## src/rtl/adc_seq_pkg.sv

```systemverilog
package adc_seq_pkg;
    typedef enum logic [1:0] {
        ST_IDLE = 2'd0,
        ST_SAMP = 2'd1,
        ST_CONV = 2'd2
    } seq_state_e;
endpackage

```

## src/rtl/adc_seq_tad.sv

```systemverilog
module adc_seq_tad #(
    parameter int DIV_W = 6
) (
    input  logic             clk,
    input  logic             rst_n,
    input  logic             run,
    input  logic             clr,
    input  logic [DIV_W-1:0] div_lim,
    output logic             tick
);
    typedef struct packed {
        logic [DIV_W-1:0] cnt;
    } tad_t;

    tad_t q, d;

    assign tick = run && (q.cnt == div_lim);

    always_comb begin
        d = q;
        if (clr || !run) begin
            d.cnt = '0;
        end else if (tick) begin
            d.cnt = '0;
        end else begin
            d.cnt = q.cnt + 1'b1;
        end
    end

    always_ff @(posedge clk or negedge rst_n) begin
        if (!rst_n) q <= '0;
        else        q <= d;
    end
endmodule

```

## src/rtl/adc_seq_irqcnt.sv

```systemverilog
module adc_seq_irqcnt #(
    parameter int CNT_W = 4
) (
    input  logic             clk,
    input  logic             rst_n,
    input  logic             clr,
    input  logic             step,
    input  logic [CNT_W-1:0] limit,
    output logic             irq
);
    typedef struct packed {
        logic [CNT_W-1:0] cnt;
        logic             irq;
    } irq_t;

    irq_t q, d;

    assign irq = q.irq;

    always_comb begin
        d = q;
        d.irq = 1'b0;
        if (clr) begin
            d.cnt = '0;
        end else if (step) begin
            if (q.cnt >= limit) begin
                d.cnt = '0;
                d.irq = 1'b1;
            end else begin
                d.cnt = q.cnt + 1'b1;
            end
        end
    end

    always_ff @(posedge clk or negedge rst_n) begin
        if (!rst_n) q <= '0;
        else        q <= d;
    end
endmodule

```

## src/rtl/adc_seq_ctrl.sv

```systemverilog
module adc_seq_ctrl
    import adc_seq_pkg::*;
#(
    parameter int CH_MAX = 4,
    parameter int SAMC_W = 5,
    parameter int DIV_W  = 6,
    parameter int SMPI_W = 4,
    parameter int TRIG_W = 3,
    localparam int TAG_W = (CH_MAX > 1) ? $clog2(CH_MAX) : 1
) (
    input  logic              clk,
    input  logic              rst_n,
    input  logic              enable,
    input  logic [TRIG_W-1:0] cfg_trig,
    input  logic [SAMC_W-1:0] cfg_samc,
    input  logic [1:0]        cfg_chps,
    input  logic [SMPI_W-1:0] cfg_smpi,
    input  logic [DIV_W-1:0]  cfg_div,
    input  logic              conv_done,
    output logic              tad_tick,
    output logic [CH_MAX-1:0] sample_ch,
    output logic [CH_MAX-1:0] conv_start,
    output logic              res_valid,
    output logic [TAG_W-1:0]  res_tag,
    output logic              irq
);
    localparam logic [TRIG_W-1:0] AUTO_CODE = {TRIG_W{1'b1}};
    localparam logic [CH_MAX-1:0] ONE_HOT0  = {{(CH_MAX-1){1'b0}}, 1'b1};

    typedef struct packed {
        seq_state_e        state;
        logic [SAMC_W-1:0] scnt;
        logic [TAG_W-1:0]  cur;
        logic [CH_MAX-1:0] cstart;
        logic              rvalid;
        logic [TAG_W-1:0]  rtag;
    } seq_t;

    seq_t q, d;

    logic [TAG_W-1:0]  ch_last;
    logic [CH_MAX-1:0] ch_mask;
    logic [SAMC_W-1:0] samc_eff;
    logic              enter_samp;
    logic              accept;
    logic              tick;

    // active channel count decode
    always_comb begin
        if (cfg_chps == 2'b00)                   ch_last = '0;
        else if (cfg_chps == 2'b01 && CH_MAX > 2) ch_last = TAG_W'(1);
        else                                     ch_last = TAG_W'(CH_MAX - 1);
    end

    for (genvar i = 0; i < CH_MAX; i++) begin : g_mask
        assign ch_mask[i] = (TAG_W'(i) <= ch_last);
    end

    assign samc_eff = (cfg_samc == '0) ? SAMC_W'(1) : cfg_samc;

    adc_seq_tad #(.DIV_W(DIV_W)) u_tad (
        .clk     (clk),
        .rst_n   (rst_n),
        .run     (q.state != ST_IDLE),
        .clr     (enter_samp || !enable),
        .div_lim (cfg_div),
        .tick    (tick)
    );

    adc_seq_irqcnt #(.CNT_W(SMPI_W)) u_irq (
        .clk   (clk),
        .rst_n (rst_n),
        .clr   (!enable),
        .step  (accept),
        .limit (cfg_smpi),
        .irq   (irq)
    );

    always_comb begin
        d          = q;
        d.cstart   = '0;
        d.rvalid   = 1'b0;
        enter_samp = 1'b0;
        accept     = 1'b0;
        unique case (q.state)
            ST_IDLE: begin
                if (enable) begin
                    d.state    = ST_SAMP;
                    d.scnt     = '0;
                    d.cur      = '0;
                    enter_samp = 1'b1;
                end
            end
            ST_SAMP: begin
                if (tick) begin
                    if (q.scnt >= samc_eff - 1'b1) begin
                        if (cfg_trig == AUTO_CODE) begin
                            d.state  = ST_CONV;
                            d.scnt   = '0;
                            d.cur    = '0;
                            d.cstart = ONE_HOT0;
                        end
                    end else begin
                        d.scnt = q.scnt + 1'b1;
                    end
                end
            end
            ST_CONV: begin
                if (conv_done) begin
                    accept   = 1'b1;
                    d.rvalid = 1'b1;
                    d.rtag   = q.cur;
                    if (q.cur >= ch_last) begin
                        d.state    = ST_SAMP;
                        d.scnt     = '0;
                        d.cur      = '0;
                        enter_samp = 1'b1;
                    end else begin
                        d.cur    = q.cur + 1'b1;
                        d.cstart = ONE_HOT0 << (q.cur + 1'b1);
                    end
                end
            end
            default: d.state = ST_IDLE;
        endcase
        if (!enable) begin
            d          = '0;
            enter_samp = 1'b0;
            accept     = 1'b0;
        end
    end

    always_ff @(posedge clk or negedge rst_n) begin
        if (!rst_n) q <= '0;
        else        q <= d;
    end

    always_comb begin
        unique case (q.state)
            ST_SAMP: sample_ch = ch_mask;
            ST_CONV: sample_ch = ch_mask & ~(ONE_HOT0 << q.cur);
            default: sample_ch = '0;
        endcase
    end

    assign tad_tick   = tick;
    assign conv_start = q.cstart;
    assign res_valid  = q.rvalid;
    assign res_tag    = q.rtag;
endmodule

```

## config.mk

```make
export PLATFORM = sky130hd
export DESIGN_NAME = adc_seq_ctrl
export DESIGN_NICKNAME = d
export VERILOG_FILES = /design/src/rtl/adc_seq_pkg.sv /design/src/rtl/adc_seq_tad.sv /design/src/rtl/adc_seq_irqcnt.sv /design/src/rtl/adc_seq_ctrl.sv
export SDC_FILE = /design/constraint.sdc
export NUM_CORES = 1
export LEC_CHECK = 0
export BUFFER_PORTS_ARGS = -buffer_cell sky130_fd_sc_hd__buf_4
export CAP_MARGIN = 20
export CORE_ASPECT_RATIO = 1.25
export CORE_UTILIZATION = 30
export DETAILED_ROUTE_END_ITERATION = 8
export GPL_ROUTABILITY_DRIVEN = 0
export PLACE_DENSITY = 0.55
export SLEW_MARGIN = 20
export SYNTH_ARGS = -nofsm -noshare
export SYNTH_HDL_FRONTEND = slang
export SYNTH_HIERARCHICAL = 1
export SYNTH_SLANG_ARGS = --single-unit
```

## constraint.sdc

```tcl
create_clock -name clk -period 2.5 [get_ports clk]
set_input_delay 0.125 -clock clk [delete_from_list [all_inputs] [get_ports clk]]
set_output_delay 0.125 -clock clk [all_outputs]
set_load 0.1 [all_outputs]
```

==> metrics, run 1 <==
top post-synthesis cells by area=dfrtp_1 (32%), ha_1 (16%), a21oi_1 (3.5%); Period minus WS final=2300 ps; Slew @ Worst Pin=421 ps; Yosys cell types=54; final setup vio count=0; Max-Cap Viols=0; slowest CP cell=dfrtp_1; Antenna Nets Post-Route=0; Setup Skew=3.07 ps; Lkg Pwr=1.19 nW; Clock Sinks=27; Clk pin slew, worst setup/hold paths=90 ps; CORE AREA=0.00693 sq mm; HP Class=in -> reg; Worst Path Max Fanout=7; vias=1643; Primary FF master, synth=dfrtp_1; Overall Global Routing Usage=12.3%; Seq/Total Area, Yosys=31.7%; area leader, netlist=dfrtp_1; Post-Route WL=4.24 mm; most frequent cells after synthesis=dfrtp_1 (27), ha_1 (27), inv_1 (20); CTS buffer count=3; Skew-Pair Late Insertion Delay=270 ps; Max VDD drop=0.190 mV; Setup TNS=0 ps; critical path buffer and inverter count=3; largest net degree at the start of global routing=28; Power Density=371 mW/mm^2; CP Cell Sequence=inv_1 > ha_1 > inv_1 > and4_4 > and2_4 > inv_1 > o31ai_1 > a31oi_1 > a31o_2 > a22o_1; Post-synth EDFFs=0; Max Clk Rate=0.435 GHz; DR pass1 iterations=4; Antenna Cells=0; Die X=77.4 um; gr ovfl total=0; CP Data Arrival Time=2470 ps; CTS tree=yes; period utilization=91.9%; DRC Markers=0; Hold Violations, Final=0; unrepaired setup endpoints after global routing=no; Port Buffers=36; status=finished, final reports clean; reg-to-reg setup timing slack=200 ps; Min-Delay Path Depth=3; initial antenna violation count=0; Critical Path Max Stage Delay=410 ps; CTS Buffer Depth=2; hold_sp=conv_done; synthesized flop and latch total=27; root buffer cell=clkbuf_8; post-DP HPWL=3.33 mm; Worst path most repeated cell=inv_1; startpoint type of the worst setup path=register; final net count=312; overall power=0.942 mW; r2r startpoint=q[15]$_DFFE_PN0P_; required time worst endpoint=2670 ps; DRT iter0 DRCs=44; row count=34; async set or reset register ratio after synthesis=100%; area growth from synthesis to layout=18.9%; Worst R2R Path Depth=10; r2r endpoint=q[14]$_DFFE_PN0P_; worst relative slew slack=71.9%; WS Path Type=reg -> reg; Starting Density=30.8%; first-pass GRT wire length=7.36 mm; DR WL/cell=12.1 um; syn_nets=276; Hold Crit Endpoint=res_tag[0]$_DFFE_PN0P_; critical path endpoint category=register; Synth Warn #=6; cell family with most CP delay=compound AO/OA/AOI/OAI gates; share of layout cells above drive strength 1=26.2%; # IOs=37; max-slew violations=0; via count of the first global-routing pass=1613; Syn Inst Count=225; Syn Area/Cell=9.49 sq um; Mapped Area=0.00213 sq mm; Die Y=96.3 um; die area=0.00746 sq mm; post-synth top area share=31.7%; H-tree levels=1; detail-routed via count per cell=4.69
## power breakdown
part	switching [mW]	internal [mW]
clock network	0.138	0.114
logic	0.147	0.0971
registers	0.00491	0.441
total	0.290	0.652
## tightest hold or removal path, stage by stage
cell,delay [ps]
buf_4,140
nand3_1,80
a21oi_1,50
## cell type report
class | instances | area [sq um]
Fill cell | 732 | 4400
Tap cell | 90 | 113
Sequential cell | 27 | 676
Timing Repair Buffer | 42 | 318
Inverter | 20 | 75.1
Clock buffer | 4 | 45.0
Multi-Input combinational cell | 167 | 1310
## cell families (layout without fill, tap and decap cells)
logic type | Yosys count | after routing | synth area share [%]
AOI/OAI and AO/OA | 53 | 53 | 20.0
adders and majority gates | 27 | 27 | 15.8
DFF | 27 | 27 | 31.7
and+or+nand+nor | 71 | 71 | 18.5
xor gates and xnor gates | 11 | 11 | 4.51
muxes | 5 | 5 | 2.34
buffers and inverters | 31 | 66 | 7.15
## through the flow
step                      worst slack, ps  area, sq um  std cells  util (%)  hold slack, ps
after floorplan                       103         2140        225         -            -171
after global placement                200         2460        343      35.5            66.6
after detailed placement              173         2460        343      35.5            72.0
after CTS                             138         2520        348      36.3             159
after global routing                 3.99         2540        350      36.6             174
final                                 202         2540        350      36.6             161
## routing by layer
| metal | part of all wire (%) | GRT usage (%) | routed length [um] | up-vias |
|---|---|---|---|---|
| li1 | - | - | - | 851 |
| met1 | 48 | 15.9 | 2020 | 757 |
| met2 | 48 | 21.7 | 2030 | 30 |
| met3 | 3.2 | 1.23 | 136 | 5 |
| met4 | 1.2 | 3.77 | 51 | 0 |
| met5 | 0 | 0 | 0 | - |
## timing repair
item                                   in CTS  in global routing
setup buffers                               0                  2
endpoints found under the hold margin      27                  0
setup endpoints to repair                   0                  2
gates resized for setup                     0                  1
hold buffers                                1                  0
## worst max-delay path by stage
| stage | end | cells past startpoint | start |
|---|---|---|---|
| after floorplan | q[12]$_DFFE_PN0P_ | 11 | q[14]$_DFFE_PN0P_ |
| after global placement | q[14]$_DFFE_PN0P_ | 10 | q[14]$_DFFE_PN0P_ |
| after detailed placement | q[14]$_DFFE_PN0P_ | 10 | q[14]$_DFFE_PN0P_ |
| after CTS | q[14]$_DFFE_PN0P_ | 10 | q[14]$_DFFE_PN0P_ |
| after global routing | q[14]$_DFFE_PN0P_ | 10 | q[15]$_DFFE_PN0P_ |
| final | q[14]$_DFFE_PN0P_ | 10 | q[15]$_DFFE_PN0P_ |
## flip-flops by register name, indices dropped and copies added (netlist names)
| signal | count |
|---|---|
| u_irq/q | 4 |
| u_tad/q | 6 |
| res_tag | 2 |
| q | 9 |
| u_irq/irq | 1 |
| res_valid | 1 |
| conv_start | 4 |
## placed cells by master (no fill, tap or decap), types with 2 or more instances in the layout
cell	instances
a211oi_1	4
a21o_1	2
a21oi_1	15
a22o_1	3
a31o_2	3
and2_1	4
and2_2	2
buf_4	41
clkbuf_8	3
dfrtp_1	27
ha_1	27
inv_1	20
mux2i_1	5
nand2_1	19
nand2b_1	6
nand3_1	13
nor2_1	5
nor2b_1	5
nor3_1	3
o211ai_1	2
o21a_1	2
o21ai_0	4
or2_2	3
xnor2_1	5
xor2_1	6
Power figures use the tool's default switching activity.
==> run 2: changes to the inputs <==
ABC_AREA = 1   (was default)
PLACE_DENSITY = 0.57   (was 0.55)
SKIP_CTS_REPAIR_TIMING = 1   (was default)
clock period = 1.95 ns   (was 2.5 ns; I/O delays follow)
==> metrics, run 2 <==
Yosys cell types=29 (-46%); HP Class=in -> reg; cell family with most CP delay=simple AND/OR/NAND/NOR gates; Primary FF master, synth=dfrtp_1; most common cell after layout, fill and taps aside=nand2_1; placed cell count=432 (+26%); period utilization=95.7% (+3.8 points); fin area=0.00288 sq mm (+13%); r2r endpoint=q[11]$_DFFE_PN0P_; # IOs=37 (unchanged); DR pass1 iterations=4 (unchanged); Max-Cap Viols=0 (unchanged); largest net degree at the start of global routing=28 (unchanged); CTS buffer count=3 (unchanged); WP depth=16 (+6); Reg area=676 sq um (unchanged); Max VDD drop=0.672 mV (+250%); CP Data Arrival Time=2030 ps (-440 ps); Antenna Nets Post-Route=0 (unchanged); Seq/Total Area, Yosys=30.7% (-0.99 points); max-slew violations=0 (unchanged); H-tree levels=1 (unchanged); DR WL/cell=10.3 um (-15%); count leader, synth=nand2_1; post-synth top area share=30.7% (-0.99 points); reg-to-reg setup timing slack=80 ps (-120 ps); most frequent cells after synthesis=nand2_1 (69), inv_1 (52), nor2_1 (32); Starting Density=31.4% (+0.61 points); final worst slack=83.6 ps (-118 ps); slowest CP cell=dfrtp_1; Syn Inst Count=302 (+34%); top flop regs=q (9), u_tad/q (6); Post-synth EDFFs=0 (unchanged); area leader, netlist=dfrtp_1; WS Path Type=reg -> reg; final net count=405 (+30%); Final Non-Filler Cells=443 (+27%); post-DP HPWL=3.58 mm (+7.6%); area growth from synthesis to layout=30.7%; gr ovfl total=0 (unchanged); detail-routed via count per cell=4.44 (-5.4%); row count=34 (unchanged); critical path buffer and inverter count=5 (+2); first-pass GRT wire length=8.02 mm (+9.0%); multi-input logic area=0.00137 sq mm (+4.6%); Largest Register=q; fillcell total=748 (+2.2%); Worst Setup SP=q[14]$_DFFE_PN0P_; Cell Area, Placed=0.00264 sq mm (+7.2%); initial antenna violation count=0 (unchanged); worst slack, placed=-312 ps (-484 ps); Port Buffers=36 (unchanged); CP Cell Sequence=inv_2 > ha_4 > inv_4 > inv_2 > nor2_2 > nand2_1 > nor2_1 > nand2_2 > clkinvlp_4 > inv_2 > nand2_2 > nand3_2 > nor2_4 > nand2_4 > nand2_1 > o21ai_1; final setup vio count=0 (unchanged); Setup crit end=q[11]$_DFFE_PN0P_; top post-synthesis cells by area=dfrtp_1 (31%), ha_1 (15%), nand2_1 (12%); Power Density=583 mW/mm^2 (+57%); Min Hold Slack=133 ps (-28.0 ps); syn_nets=353 (+28%); CTS tree=yes; Max Clk Rate=0.536 GHz (+23%); Lkg Pwr=1.47 nW (+23%); max reg flops=9 (unchanged); Slew @ Worst Pin=360 ps (-60.7 ps); Die Y=97.8 um (+1.6%); Skew-Pair Late Insertion Delay=270 ps (about the same); Overall Global Routing Usage=12.9% (+0.60 points); Worst path most repeated cell=inv_2; Syn Area/Cell=7.30 sq um (-23%); required time worst endpoint=2120 ps (-550 ps); vias=1968 (+20%); r2r startpoint=q[14]$_DFFE_PN0P_; Synth Warn #=6 (unchanged); status=finished, final reports clean; startpoint type of the worst setup path=register; Critical Path Max Stage Delay=380 ps (-30 ps); Worst Path Max Fanout=7 (unchanged); share of layout cells above drive strength 1=31.7% (+5.6 points); root buffer cell=clkbuf_8; DRC Markers=0 (unchanged); worst relative slew slack=76.0% (+4.1 points); Worst R2R Path Depth=16 (+6); Clk pin slew, worst setup/hold paths=90 ps (about the same); CORE AREA=0.00702 sq mm (+1.2%); Mapped Area=0.00220 sq mm (+3.2%); most frequent cells in the layout=nand2_1 (59), inv_1 (47), buf_4 (46); async set or reset register ratio after synthesis=100% (unchanged); Setup TNS=0 ps (unchanged); critical path endpoint category=register; CTS Buffer Depth=2 (unchanged); end-of-flow core utilization=41.0% (+4.4 points); Antenna Cells=0 (unchanged); Period minus WS final=1870 ps (-432 ps); overall power=1.68 mW (+78%); Clock Sinks=27 (unchanged); Post-Route WL=4.56 mm (+7.5%); synthesized flop and latch total=27 (unchanged); unrepaired setup endpoints after global routing=yes; Die X=78.7 um (+1.6%); die area=0.00769 sq mm (+3.1%); DRT iter0 DRCs=38 (-14%); via count of the first global-routing pass=1906 (+18%); Hold Violations, Final=0 (unchanged); Setup Skew=5.02 ps (+1.95 ps)
-- run 2: changes by cell type in the layout (fill, tap and decap cells not counted), sizes merged, moves of 6 or more --
cell    previous run  this run
nor2               6        43
inv               20        55
nand3             13        24
nand2b             7         0
nand2             19        74
buf               41        53
and2               7         1
a21oi             17         5
o21ai              5        11
-- run 2: where the power goes --
group | internal (mW) | switching (mW) | leakage [nW] | total (mW)
registers | 0.573 | 0.0140 | 0.376 | 0.587
logic | 0.270 | 0.503 | 1.07 | 0.773
clock network | 0.143 | 0.175 | 0.0255 | 0.319
total | 0.987 | 0.692 | 1.47 | 1.68
-- run 2: cell families after synthesis --
logic type                 Yosys count  synth area share (%)
AOI/OAI and AO/OA                   20                  5.00
and+or+nand+nor                    154                  32.9
buffers and inverters               65                  12.5
adders and majority gates           27                  15.3
xor gates and xnor gates             9                  3.58
DFF                                 27                  30.7
-- run 2: how the worst min path moves through the flow --
stage	startpoint	endpoint	slack (ps)	depth (start not counted)
2_1_floorplan	rst_n	conv_start[0]$_DFF_PN0_	-200	0
3_3_place_gp	rst_n	q[10]$_DFFE_PN0P_	40	1
3_5_place_dp	rst_n	conv_start[3]$_DFF_PN0_	40	1
4_1_cts	rst_n	conv_start[3]$_DFF_PN0_	-270	1
5_1_grt	conv_done	res_valid$_DFF_PN0_	130	3
6_report	conv_done	res_valid$_DFF_PN0_	130	3
-- run 2: area by class of cell --
type / count / share of cell area, %
Sequential cell: 27 / 23.5
Timing Repair Buffer: 54 / 15.5
Clock buffer: 3 / 1.43
Inverter: 58 / 7.87
Clock inverter: 1 / 0.174
Multi-Input combinational cell: 210 / 47.6
Tap cell: 90 / 3.91
-- run 2: metal layers --
metal	vias up	share of wire (%)	GRT usage (%)
met3	5	3.5	1.40
met4	0	1.7	5.41
met1	902	46	16.2
met2	34	49	22.1
met5	-	0	0
li1	1027	-	-
-- run 2: worst reg2reg max path, cell delays in order (launching register included) --
cell and delay (ps):
dfrtp_1 380, inv_2 70, ha_4 170, inv_4 60, inv_2 40, nor2_2 90
nand2_1 50, nor2_1 120, nand2_2 90, clkinvlp_4 120, inv_2 50, nand2_2 60
nand3_2 70, nor2_4 170, nand2_4 100, nand2_1 70, o21ai_1 60
==> run 3: changes to the inputs <==
ABC_AREA = default   (was 1)
==> metrics, run 3 (synthesis gave the netlist of run 1 again) <==
gr busiest metal=met2; Period minus WS final=1990 ps (+124 ps); CTS Buffer Depth=2 (unchanged); DR WL/cell=12.3 um (+20%); initial antenna violation count=0 (unchanged); CORE AREA=0.00693 sq mm (-1.2%); post-DP HPWL=3.60 mm (+0.49%); required time worst endpoint=2170 ps (+50 ps); Setup Skew=4.33 ps (-0.690 ps); met1 Use GR=16.0% (-0.26 points); Clock Sinks=27 (unchanged); HP Class=in -> reg; failing checks=negative setup slack; max reg flops=9 (unchanged); Antenna Cells=0 (unchanged); CTS buffer count=3 (unchanged); most common cell after layout, fill and taps aside=buf_4; Worst Path Max Fanout=3 (-4); Clk pin slew, worst setup/hold paths=100 ps (about the same); Max Clk Rate=0.502 GHz (-6.2%); critical path endpoint category=register; final worst slack=-40.4 ps (-124 ps); worst relative slew slack=66.3% (-9.7 points); Max VDD drop=0.240 mV (-64%); Setup TNS=-155 ps (-155 ps); root buffer cell=clkbuf_8; Power Density=452 mW/mm^2 (-23%); Overall Global Routing Usage=13.1% (+0.17 points); WS Path Type=reg -> reg; Die X=77.4 um (-1.5%); fin area=0.00293 sq mm (+1.7%); CTS tree=yes; Hold Violations, Final=0 (unchanged); Cell Area, Placed=0.00273 sq mm (+3.5%); Starting Density=30.8% (-0.61 points); H-tree levels=1 (unchanged); Die Y=96.3 um (-1.5%); die area=0.00746 sq mm (-3.0%); first-pass GRT wire length=7.75 mm (-3.4%); Lkg Pwr=1.38 nW (-5.7%); startpoint type of the worst setup path=register; final net count=344 (-15%); largest net degree at the start of global routing=28 (unchanged); area growth from synthesis to layout=37.1%; CP Data Arrival Time=2210 ps (+180 ps); max-slew violations=0 (unchanged); share of layout cells above drive strength 1=42.1% (+10 points); Slew @ Worst Pin=505 ps (+145 ps); overall power=1.32 mW (-21%); DRC Markers=0 (unchanged); Port Buffers=36 (unchanged); Post-Route WL=4.70 mm (+3.1%); Antenna Nets Post-Route=0 (unchanged); gr ovfl total=0 (unchanged); via count of the first global-routing pass=1784 (-6.4%); period utilization=102% (+6.4 points); top flop regs=q (9), u_tad/q (6); Largest Register=q; met2 Track Usage GR=23.6% (+1.5 points); M3 GR Usage=1.33% (-0.075 points); status=complete, but fails checks; # IOs=37 (unchanged); DR pass1 iterations=4 (unchanged); row count=34 (unchanged); DRT iter0 DRCs=21 (-45%); most frequent cells in the layout=buf_4 (72), dfrtp_1 (27), ha_1 (24); vias=1776 (-9.8%); final setup vio count=6 (+6); detail-routed via count per cell=4.65 (+4.7%); Skew-Pair Late Insertion Delay=280 ps (about the same); unrepaired setup endpoints after global routing=yes; Max-Cap Viols=0 (unchanged)
[run 3: changes by cell type in the layout (fill, tap and decap cells not counted), sizes merged, moves of 4 or more]
cell	change
nand2	-55
nor2	-37
inv	-35
buf	+20
a21oi	+12
nand3	-11
nand2b	+7
and2	+6
o21ai	-6
a211oi	+5
mux2i	+5
nand4	-5
nor2b	+5
a31o	+4
[run 3: cell type report]
| type | instances | area [sq um] |
|---|---|---|
| Fill cell | 686 | 4010 |
| Multi-Input combinational cell | 167 | 1450 |
| Sequential cell | 27 | 676 |
| Timing Repair Buffer | 74 | 562 |
| Tap cell | 90 | 113 |
| Inverter | 20 | 77.6 |
| Clock buffer | 3 | 41.3 |
| Clock inverter | 1 | 7.51 |
[run 3: path summary, 6_finish.rpt]
path | startpoint | to | slack (ps) | cells after the start
hold / removal | conv_done | res_tag[1]$_DFFE_PN0P_ | 130 | 3
hold reg to reg | res_tag[0]$_DFFE_PN0P_ | res_tag[0]$_DFFE_PN0P_ | 540 | 2
max in group asynchronous | rst_n | q[13]$_DFFE_PN0P_ | 1420 | 2
setup reg to reg | q[15]$_DFFE_PN0P_ | q[15]$_DFFE_PN0P_ | -40 | 10
setup / recovery | q[15]$_DFFE_PN0P_ | q[15]$_DFFE_PN0P_ | -40 | 10
min in group asynchronous | rst_n | q[9]$_DFFE_PN0P_ | 260 | 2
[run 3: power by group]
part | total [mW] | internal [mW] | switching, mW
clock | 0.330 | 0.145 | 0.185
sequential | 0.569 | 0.565 | 0.00387
combinational | 0.423 | 0.196 | 0.227
total | 1.32 | 0.906 | 0.415
[run 3: routing by layer]
metal | up-vias | routed length [um]
met5 | - | 0
met4 | 0 | 74
met3 | 6 | 119
met2 | 34 | 2460
met1 | 820 | 2050
li1 | 916 | -
[run 3: through the flow]
| step | instances | hold WS, ps | setup WS (ps) | util (%) |
|---|---|---|---|---|
| after floorplan | 225 | -198 | -321 | - |
| after global placement | 376 | 37.4 | -219 | 39.4 |
| after detailed placement | 376 | 41.1 | -349 | 39.4 |
| after CTS | 380 | -268 | -86.7 | 40.1 |
| after global routing | 382 | 132 | -144 | 42.2 |
| final | 382 | 127 | -40.4 | 42.2 |
[run 3: worst max-delay path, cell delays in order (launching register included)]
cell	delay (ps)
dfrtp_1	370
inv_2	60
ha_4	160
inv_2	50
and4_4	200
and2_4	180
inv_4	60
o31ai_4	230
a31oi_4	80
nor4b_4	330
a32o_1	210
